## src/rtl/br_pkg.sv

```systemverilog
package br_pkg;

    localparam int unsigned OPC_W = 8;
    localparam logic [2:0] CLS_WIDE   = 3'd5;
    localparam logic [2:0] CLS_NARROW = 3'd6;

    typedef enum logic [3:0] {
        OP_JA    = 4'h0,
        OP_JEQ   = 4'h1,
        OP_JGT   = 4'h2,
        OP_JGE   = 4'h3,
        OP_JSET  = 4'h4,
        OP_JNE   = 4'h5,
        OP_JSGT  = 4'h6,
        OP_JSGE  = 4'h7,
        OP_CALL  = 4'h8,
        OP_EXIT  = 4'h9,
        OP_JLT   = 4'hA,
        OP_JLE   = 4'hB,
        OP_JSLT  = 4'hC,
        OP_JSLE  = 4'hD,
        OP_RSV_E = 4'hE,
        OP_RSV_F = 4'hF
    } br_op_e;

    typedef struct packed {
        br_op_e op;
        logic   use_reg;
        logic   narrow;
        logic   illegal;
    } br_dec_t;

    typedef struct packed {
        logic taken;
        logic call;
        logic exit;
        logic illegal;
    } br_res_t;

    function automatic br_dec_t br_decode(input logic [OPC_W-1:0] opc);
        br_dec_t d;
        logic    wide;
        logic    narrow;
        wide      = (opc[2:0] == CLS_WIDE);
        narrow    = (opc[2:0] == CLS_NARROW);
        d.op      = br_op_e'(opc[7:4]);
        d.use_reg = opc[3];
        d.narrow  = narrow;
        d.illegal = !(wide || narrow)
                  || (d.op == OP_RSV_E) || (d.op == OP_RSV_F)
                  || (narrow && ((d.op == OP_JA) || (d.op == OP_EXIT)));
        return d;
    endfunction

endpackage

```

## src/rtl/br_operand.sv

```systemverilog
module br_operand #(
    parameter int unsigned DW = 64,
    parameter int unsigned IW = 32
) (
    input  logic [DW-1:0] dst_i,
    input  logic [DW-1:0] src_i,
    input  logic [IW-1:0] imm_i,
    input  logic          use_reg_i,
    input  logic          narrow_i,
    output logic [DW-1:0] lhs_o,
    output logic [DW-1:0] rhs_o
);
    localparam int unsigned HW = DW / 2;

    logic [DW-1:0] rhs_raw;

    // Sign-extending the low halves keeps equality, AND-nonzero,
    // signed and unsigned order identical to a true half-width compare.
    always_comb begin
        rhs_raw = use_reg_i ? src_i : {{(DW-IW){imm_i[IW-1]}}, imm_i};
        if (narrow_i) begin
            lhs_o = {{(DW-HW){dst_i[HW-1]}}, dst_i[HW-1:0]};
            rhs_o = {{(DW-HW){rhs_raw[HW-1]}}, rhs_raw[HW-1:0]};
        end else begin
            lhs_o = dst_i;
            rhs_o = rhs_raw;
        end
    end
endmodule

```

## src/rtl/br_cond.sv

```systemverilog
module br_cond
    import br_pkg::*;
#(
    parameter int unsigned DW = 64
) (
    input  logic [DW-1:0] lhs_i,
    input  logic [DW-1:0] rhs_i,
    input  br_dec_t       dec_i,
    output br_res_t       res_o
);
    logic eq, ult, slt, anyset, hit;

    always_comb begin
        eq     = (lhs_i == rhs_i);
        ult    = (lhs_i < rhs_i);
        slt    = ($signed(lhs_i) < $signed(rhs_i));
        anyset = |(lhs_i & rhs_i);
        unique case (dec_i.op)
            OP_JA:   hit = 1'b1;
            OP_JEQ:  hit = eq;
            OP_JNE:  hit = !eq;
            OP_JSET: hit = anyset;
            OP_JGT:  hit = !ult && !eq;
            OP_JGE:  hit = !ult;
            OP_JLT:  hit = ult;
            OP_JLE:  hit = ult || eq;
            OP_JSGT: hit = !slt && !eq;
            OP_JSGE: hit = !slt;
            OP_JSLT: hit = slt;
            OP_JSLE: hit = slt || eq;
            default: hit = 1'b0;
        endcase
        res_o.illegal = dec_i.illegal;
        res_o.taken   = !dec_i.illegal && hit;
        res_o.call    = !dec_i.illegal && (dec_i.op == OP_CALL);
        res_o.exit    = !dec_i.illegal && (dec_i.op == OP_EXIT);
    end
endmodule

```

## src/rtl/br_pc_reg.sv

```systemverilog
module br_pc_reg
    import br_pkg::*;
#(
    parameter int unsigned PC_W  = 32,
    parameter int unsigned OFF_W = 16
) (
    input  logic             clk,
    input  logic             rst,
    input  logic             valid_i,
    input  logic [PC_W-1:0]  pc_i,
    input  logic [OFF_W-1:0] off_i,
    input  br_res_t          res_i,
    output logic             out_valid_o,
    output logic [PC_W-1:0]  next_pc_o,
    output logic             taken_o,
    output logic             call_o,
    output logic             exit_o,
    output logic             illegal_o
);
    logic [PC_W-1:0] seq_pc;
    logic [PC_W-1:0] tgt_pc;
    logic [PC_W-1:0] pc_sel;

    always_comb begin
        seq_pc = pc_i + PC_W'(1);
        tgt_pc = seq_pc + {{(PC_W-OFF_W){off_i[OFF_W-1]}}, off_i};
        if (res_i.call || res_i.exit) pc_sel = pc_i;
        else if (res_i.taken)         pc_sel = tgt_pc;
        else                          pc_sel = seq_pc;
    end

    always_ff @(posedge clk) begin
        if (rst) begin
            out_valid_o <= 1'b0;
            next_pc_o   <= '0;
            taken_o     <= 1'b0;
            call_o      <= 1'b0;
            exit_o      <= 1'b0;
            illegal_o   <= 1'b0;
        end else begin
            out_valid_o <= valid_i;
            taken_o     <= valid_i && res_i.taken;
            call_o      <= valid_i && res_i.call;
            exit_o      <= valid_i && res_i.exit;
            illegal_o   <= valid_i && res_i.illegal;
            if (valid_i) next_pc_o <= pc_sel;
        end
    end

    a_r12_one_outcome: assert property (@(posedge clk) disable iff (rst)
        $onehot0({taken_o, call_o, exit_o, illegal_o}));

    a_r2_quiet_idle: assert property (@(posedge clk) disable iff (rst)
        !out_valid_o |-> !(taken_o || call_o || exit_o || illegal_o));

    a_r2_latency: assert property (@(posedge clk) disable iff (rst)
        valid_i |=> out_valid_o);

    a_r2_hold_pc: assert property (@(posedge clk) disable iff (rst)
        !valid_i |=> $stable(next_pc_o));

    a_r8_fallthrough: assert property (@(posedge clk) disable iff (rst)
        valid_i && !res_i.taken && !res_i.call && !res_i.exit
        |=> next_pc_o == $past(pc_i) + PC_W'(1));

    a_r10_pc_held: assert property (@(posedge clk) disable iff (rst)
        valid_i && (res_i.call || res_i.exit) |=> next_pc_o == $past(pc_i));
endmodule

```

## src/rtl/br_unit.sv

```systemverilog
module br_unit
    import br_pkg::*;
#(
    parameter int unsigned DW    = 64,
    parameter int unsigned IW    = 32,
    parameter int unsigned OFF_W = 16,
    parameter int unsigned PC_W  = 32
) (
    input  logic             clk,
    input  logic             rst,
    input  logic             in_valid,
    input  logic [7:0]       opcode,
    input  logic [DW-1:0]    dst_val,
    input  logic [DW-1:0]    src_val,
    input  logic [IW-1:0]    imm,
    input  logic [OFF_W-1:0] offset,
    input  logic [PC_W-1:0]  pc,
    output logic             out_valid,
    output logic [PC_W-1:0]  next_pc,
    output logic             taken,
    output logic             call_stb,
    output logic             exit_stb,
    output logic             illegal
);
    br_dec_t       dec;
    br_res_t       res;
    logic [DW-1:0] lhs;
    logic [DW-1:0] rhs;

    assign dec = br_decode(opcode);

    br_operand #(.DW(DW), .IW(IW)) u_operand (
        .dst_i     (dst_val),
        .src_i     (src_val),
        .imm_i     (imm),
        .use_reg_i (dec.use_reg),
        .narrow_i  (dec.narrow),
        .lhs_o     (lhs),
        .rhs_o     (rhs)
    );

    br_cond #(.DW(DW)) u_cond (
        .lhs_i (lhs),
        .rhs_i (rhs),
        .dec_i (dec),
        .res_o (res)
    );

    br_pc_reg #(.PC_W(PC_W), .OFF_W(OFF_W)) u_pc (
        .clk         (clk),
        .rst         (rst),
        .valid_i     (in_valid),
        .pc_i        (pc),
        .off_i       (offset),
        .res_i       (res),
        .out_valid_o (out_valid),
        .next_pc_o   (next_pc),
        .taken_o     (taken),
        .call_o      (call_stb),
        .exit_o      (exit_stb),
        .illegal_o   (illegal)
    );

    a_r9_ja_taken: assert property (@(posedge clk) disable iff (rst)
        in_valid && (opcode == 8'h05) |=> taken);

    a_r11_reserved_op: assert property (@(posedge clk) disable iff (rst)
        in_valid && (opcode[7:4] >= 4'hE) |=> illegal && !taken);

    a_r1_reset_clears: assert property (@(posedge clk)
        rst |=> !out_valid && !taken && !call_stb && !exit_stb && !illegal);
endmodule

```

## config.mk

```make
export PLATFORM = sky130hd
export DESIGN_NAME = br_unit
export DESIGN_NICKNAME = d
export VERILOG_FILES = /design/src/rtl/br_pkg.sv /design/src/rtl/br_operand.sv /design/src/rtl/br_cond.sv /design/src/rtl/br_pc_reg.sv /design/src/rtl/br_unit.sv
export SDC_FILE = /design/constraint.sdc
export NUM_CORES = 1
export LEC_CHECK = 0
export BUFFER_PORTS_ARGS = -buffer_cell sky130_fd_sc_hd__buf_4
export CORE_MARGIN = 10
export CORE_UTILIZATION = 25
export DETAILED_ROUTE_END_ITERATION = 8
export PLACE_DENSITY = 0.51
export SLEW_MARGIN = 15
export SYNTH_ARGS = -nofsm -noshare
export SYNTH_HDL_FRONTEND = slang
export SYNTH_SLANG_ARGS = --single-unit
```

## constraint.sdc

```tcl
create_clock -name clk -period 5.9 [get_ports clk]
set_input_delay 0.885 -clock clk [delete_from_list [all_inputs] [get_ports clk]]
set_output_delay 0.885 -clock clk [all_outputs]
set_load 0.01 [all_outputs]
```

==> impl_metrics.csv <==
group,metric,value,unit
status,outcome,"finished, final reports clean",
yosys,netlist_area,7760,µm²
die,dieHeight,196,µm
power_and_ir_drop,p_sw_share,41.3,%
die,top_level_ports,256,
grt,grt_max_degree,50,
critical_path,crit_required,6.13,ns
clock_network,clk_root_buffer_cell,"clkbuf_16",
placed_design,port_buffers,255,
power_and_ir_drop,power_density,129,nW/µm²
critical_path,crit_chain,"buf_4 -> nand2_1 -> or2_2 -> buf_4 -> nand2_1 -> a21oi_1 -> ha_1 -> nor4_2 -> nand4_1 -> or2_1 -> nand2b_1 -> o2111ai_1 -> or2_2 -> mux2i_1 -> a31o_1 -> buf_4 -> mux2_1 -> o21ai_1",
clock_network,numClockSinks,37,
routing,viasPerCell,4.93,
yosys,synth_cell_types,70,
critical_path,cp_common_cell,"buf_4",
timing,setup_viol,0,
clock_network,cts_buffers,5,
timing,relSlewSlack,42.7,%
clock_network,clock_latency,0.29,ns
routing,vias,8404,
grt,grt.total_usage,15.2,%
clock_network,cts_tree,"yes",
critical_path,critPathBufInv,3,
die,row_count,64,
timing,finalMaxSlewViolations,0,
power_and_ir_drop,p_seq_share,21.3,%
routing,drt-wirelength-per-cell,18.1,µm
job,max_cap_viol_count,0,
layout,drive_gt1_share,22.5,%
layout,final_common_cell,"buf_4",
placed_design,gp_congestion,0.868,
min_path,hold_class,"reg -> reg",
critical_path,crit_arrival,5.34,ns
yosys,avgSynthCellArea,7.24,µm²
power_and_ir_drop,p_sw,545,µW
critical_path,cp_max_fo,49,
die,start_util,25.4,%
yosys,async_flop_share,0,%
yosys,syn_inst,1072,
timing,setup_tns,0,ns
clock_network,post_cts_buffers,0,
grt,grt_pass1_wl,48100,µm
placed_design,dp_hpwl,26000,µm
critical_path,start_kind,"input port",
yosys,yosysWarnings,0,
yosys,synth-seq-cells,37,
timing,worst_slew_pin_slew,0.852,ns
yosys,synth_top_area_cell,"ha_1",
yosys,synthesis.nets,1452,
timing,post-route-min-period,5.12,ns
layout,final_nets,1685,
yosys,synthTopCellsByArea,"ha_1 (26%), dfxtp_1 (9.5%), nand2_1 (7.3%), mux2i_1 (7.1%), a21oi_1 (6.1%)",
timing,fin_crit_sh,86.7,%
layout,areaGrowthSynthToFinish,32.4,%
timing,hold_violations,0,
clock_network,clk_pin_slew_worst_paths,0.07,ns
routing,drt_iter0_drc,403,
critical_path,cp_slowest_cell,"or2_2",
grt,first_global_vias,8768,
die,die_w,196,µm
power_and_ir_drop,p_int,775,µW
clock_network,clock_path_buffers,2,
clock_network,postCtsResizedCells,0,
power_and_ir_drop,p_leak,0.00525,µW
timing,finalClockSkew,0,ns
timing,grt_setup_unrepaired,"false",
placed_design,dp_slack,0.472,ns
power_and_ir_drop,clkPwrFrac,21.4,%
die,coreArea,30600,µm²
grt,grt.overflow.total,0,
power_and_ir_drop,max-vdd-ir-drop,0.0738,mV
timing,setup_ws,0.783,ns
yosys,synthFlopType,"dfxtp_1",
routing,routed_wl,30800,µm
layout,final_cell_mix,"buf_4 (270), ha_1 (160), nand2_1 (151), a21oi_1 (95), inv_1 (84)",
clock_network,cts_hold_buf,0,
power_and_ir_drop,p_comb_share,57.3,%
clock_network,cts_max_level,2,
die,die_area,38500,µm²
timing,worst_hold_slack,0.458,ns
yosys,synth_edf_count,0,
routing,firstDrtPassIters,5,
grt,antenna_found_initial,1,
critical_path,critical_path_class,"in -> reg",
yosys,synth.top_cell.area_share,25.8,%
yosys,yosysSeqAreaShare,9.55,%
critical_path,cp-end-kind,"flop",
critical_path,critPathTopFamily,"simple AND/OR/NAND/NOR gates",
routing,antenna_left,0,
timing,fmax,0.195,GHz
routing,route.detailed.drc,0,
critical_path,max_stage_delay,0.64,ns
## per-layer routing
layer / up-vias / wire (µm) / global-route usage, %
met2: 194 / 14600 / 26.3
li1: 4272 / - / -
met3: 29 / 1320 / 2.11
met4: 0 / 662 / 3.62
met1: 3909 / 14200 / 19.5
met5: - / 0 / 0
## registers in the layout (all words and copies together) (netlist names)
name	count
u_pc.call_o	1
u_pc.exit_o	1
u_pc.illegal_o	1
u_pc.next_pc_o	32
u_pc.out_valid_o	1
u_pc.taken_o	1
## path summary, 6_finish.rpt
check | slack [ns] | cells past startpoint | startpoint | to
setup / recovery | 0.78 | 18 | opcode[2] | u_pc.next_pc_o[19]
hold reg to reg | 0.46 | 2 | u_pc.next_pc_o[29] | u_pc.next_pc_o[29]
setup reg to reg | 4.98 | 3 | u_pc.next_pc_o[7] | u_pc.next_pc_o[7]
hold / removal | 0.46 | 2 | u_pc.next_pc_o[29] | u_pc.next_pc_o[29]
## power by group through the flow
stage | sequential (µW) | combinational [µW] | clock [µW]
final | 281 | 756 | 282
after global routing | 283 | 851 | 300
after CTS | 282 | 761 | 287
after detailed placement | 287 | 755 | 0
after global placement | 287 | 752 | 0
after floorplan | 291 | 446 | 0
## kinds of logic (layout without fill, tap and decap cells)
logic type / count (synthesis) / after routing / share of synthesized area [%]
adders and majority gates: 161 / 161 / 26.1
and+or+nand+nor: 370 / 370 / 22.9
buffers and inverters: 129 / 363 / 6.50
muxes: 59 / 59 / 7.68
AOI/OAI and AO/OA: 257 / 257 / 20.7
xor gates and xnor gates: 59 / 59 / 6.66
DFF: 37 / 37 / 9.55
other: 0 / 1 / 0
## cell type report
cell class / count / area (µm²)
Fill cell: 3321 / 20300
Multi-Input combinational cell: 906 / 6520
Timing Repair Buffer: 271 / 2050
Sequential cell: 37 / 741
Tap cell: 396 / 495
Inverter: 84 / 315
Clock buffer: 5 / 125
Clock inverter: 3 / 21.3
Antenna cell: 1 / 2.50
## cell usage after synthesis (11+ instances only)
cell,count
o21ai_1,20
dfxtp_1,37
nand2_1,151
a21oi_1,95
mux2i_1,55
ha_1,160
nor2_1,60
a21o_1,18
nor2b_1,12
and3_1,16
inv_1,84
nor4_1,22
nand4_1,18
nor3_1,22
xor2_1,27
xnor2_1,32
a211oi_1,11
a22oi_1,13
clkbuf_1,35
nand3_1,30
o21ai_0,33
## worst reg2reg max path, stage by stage (launching register included)
cell and delay [ns]:
dfxtp_1 0.38, nor2_1 0.06, a311o_1 0.31, a21oi_1 0.11
## stage by stage
stage / cells / util (%) / cell area [µm²] / power, µW
global placement: 1694 / 33.1 / 10100 / 1040
finish: 1703 / 33.6 / 10300 / 1320
floorplan: 1072 / - / 7760 / 738
CTS: 1702 / 33.6 / 10300 / 1330
detailed placement: 1694 / 33.1 / 10100 / 1040
global route: 1703 / 33.6 / 10300 / 1430
Note: power is estimated with default switching activity, not from simulation.
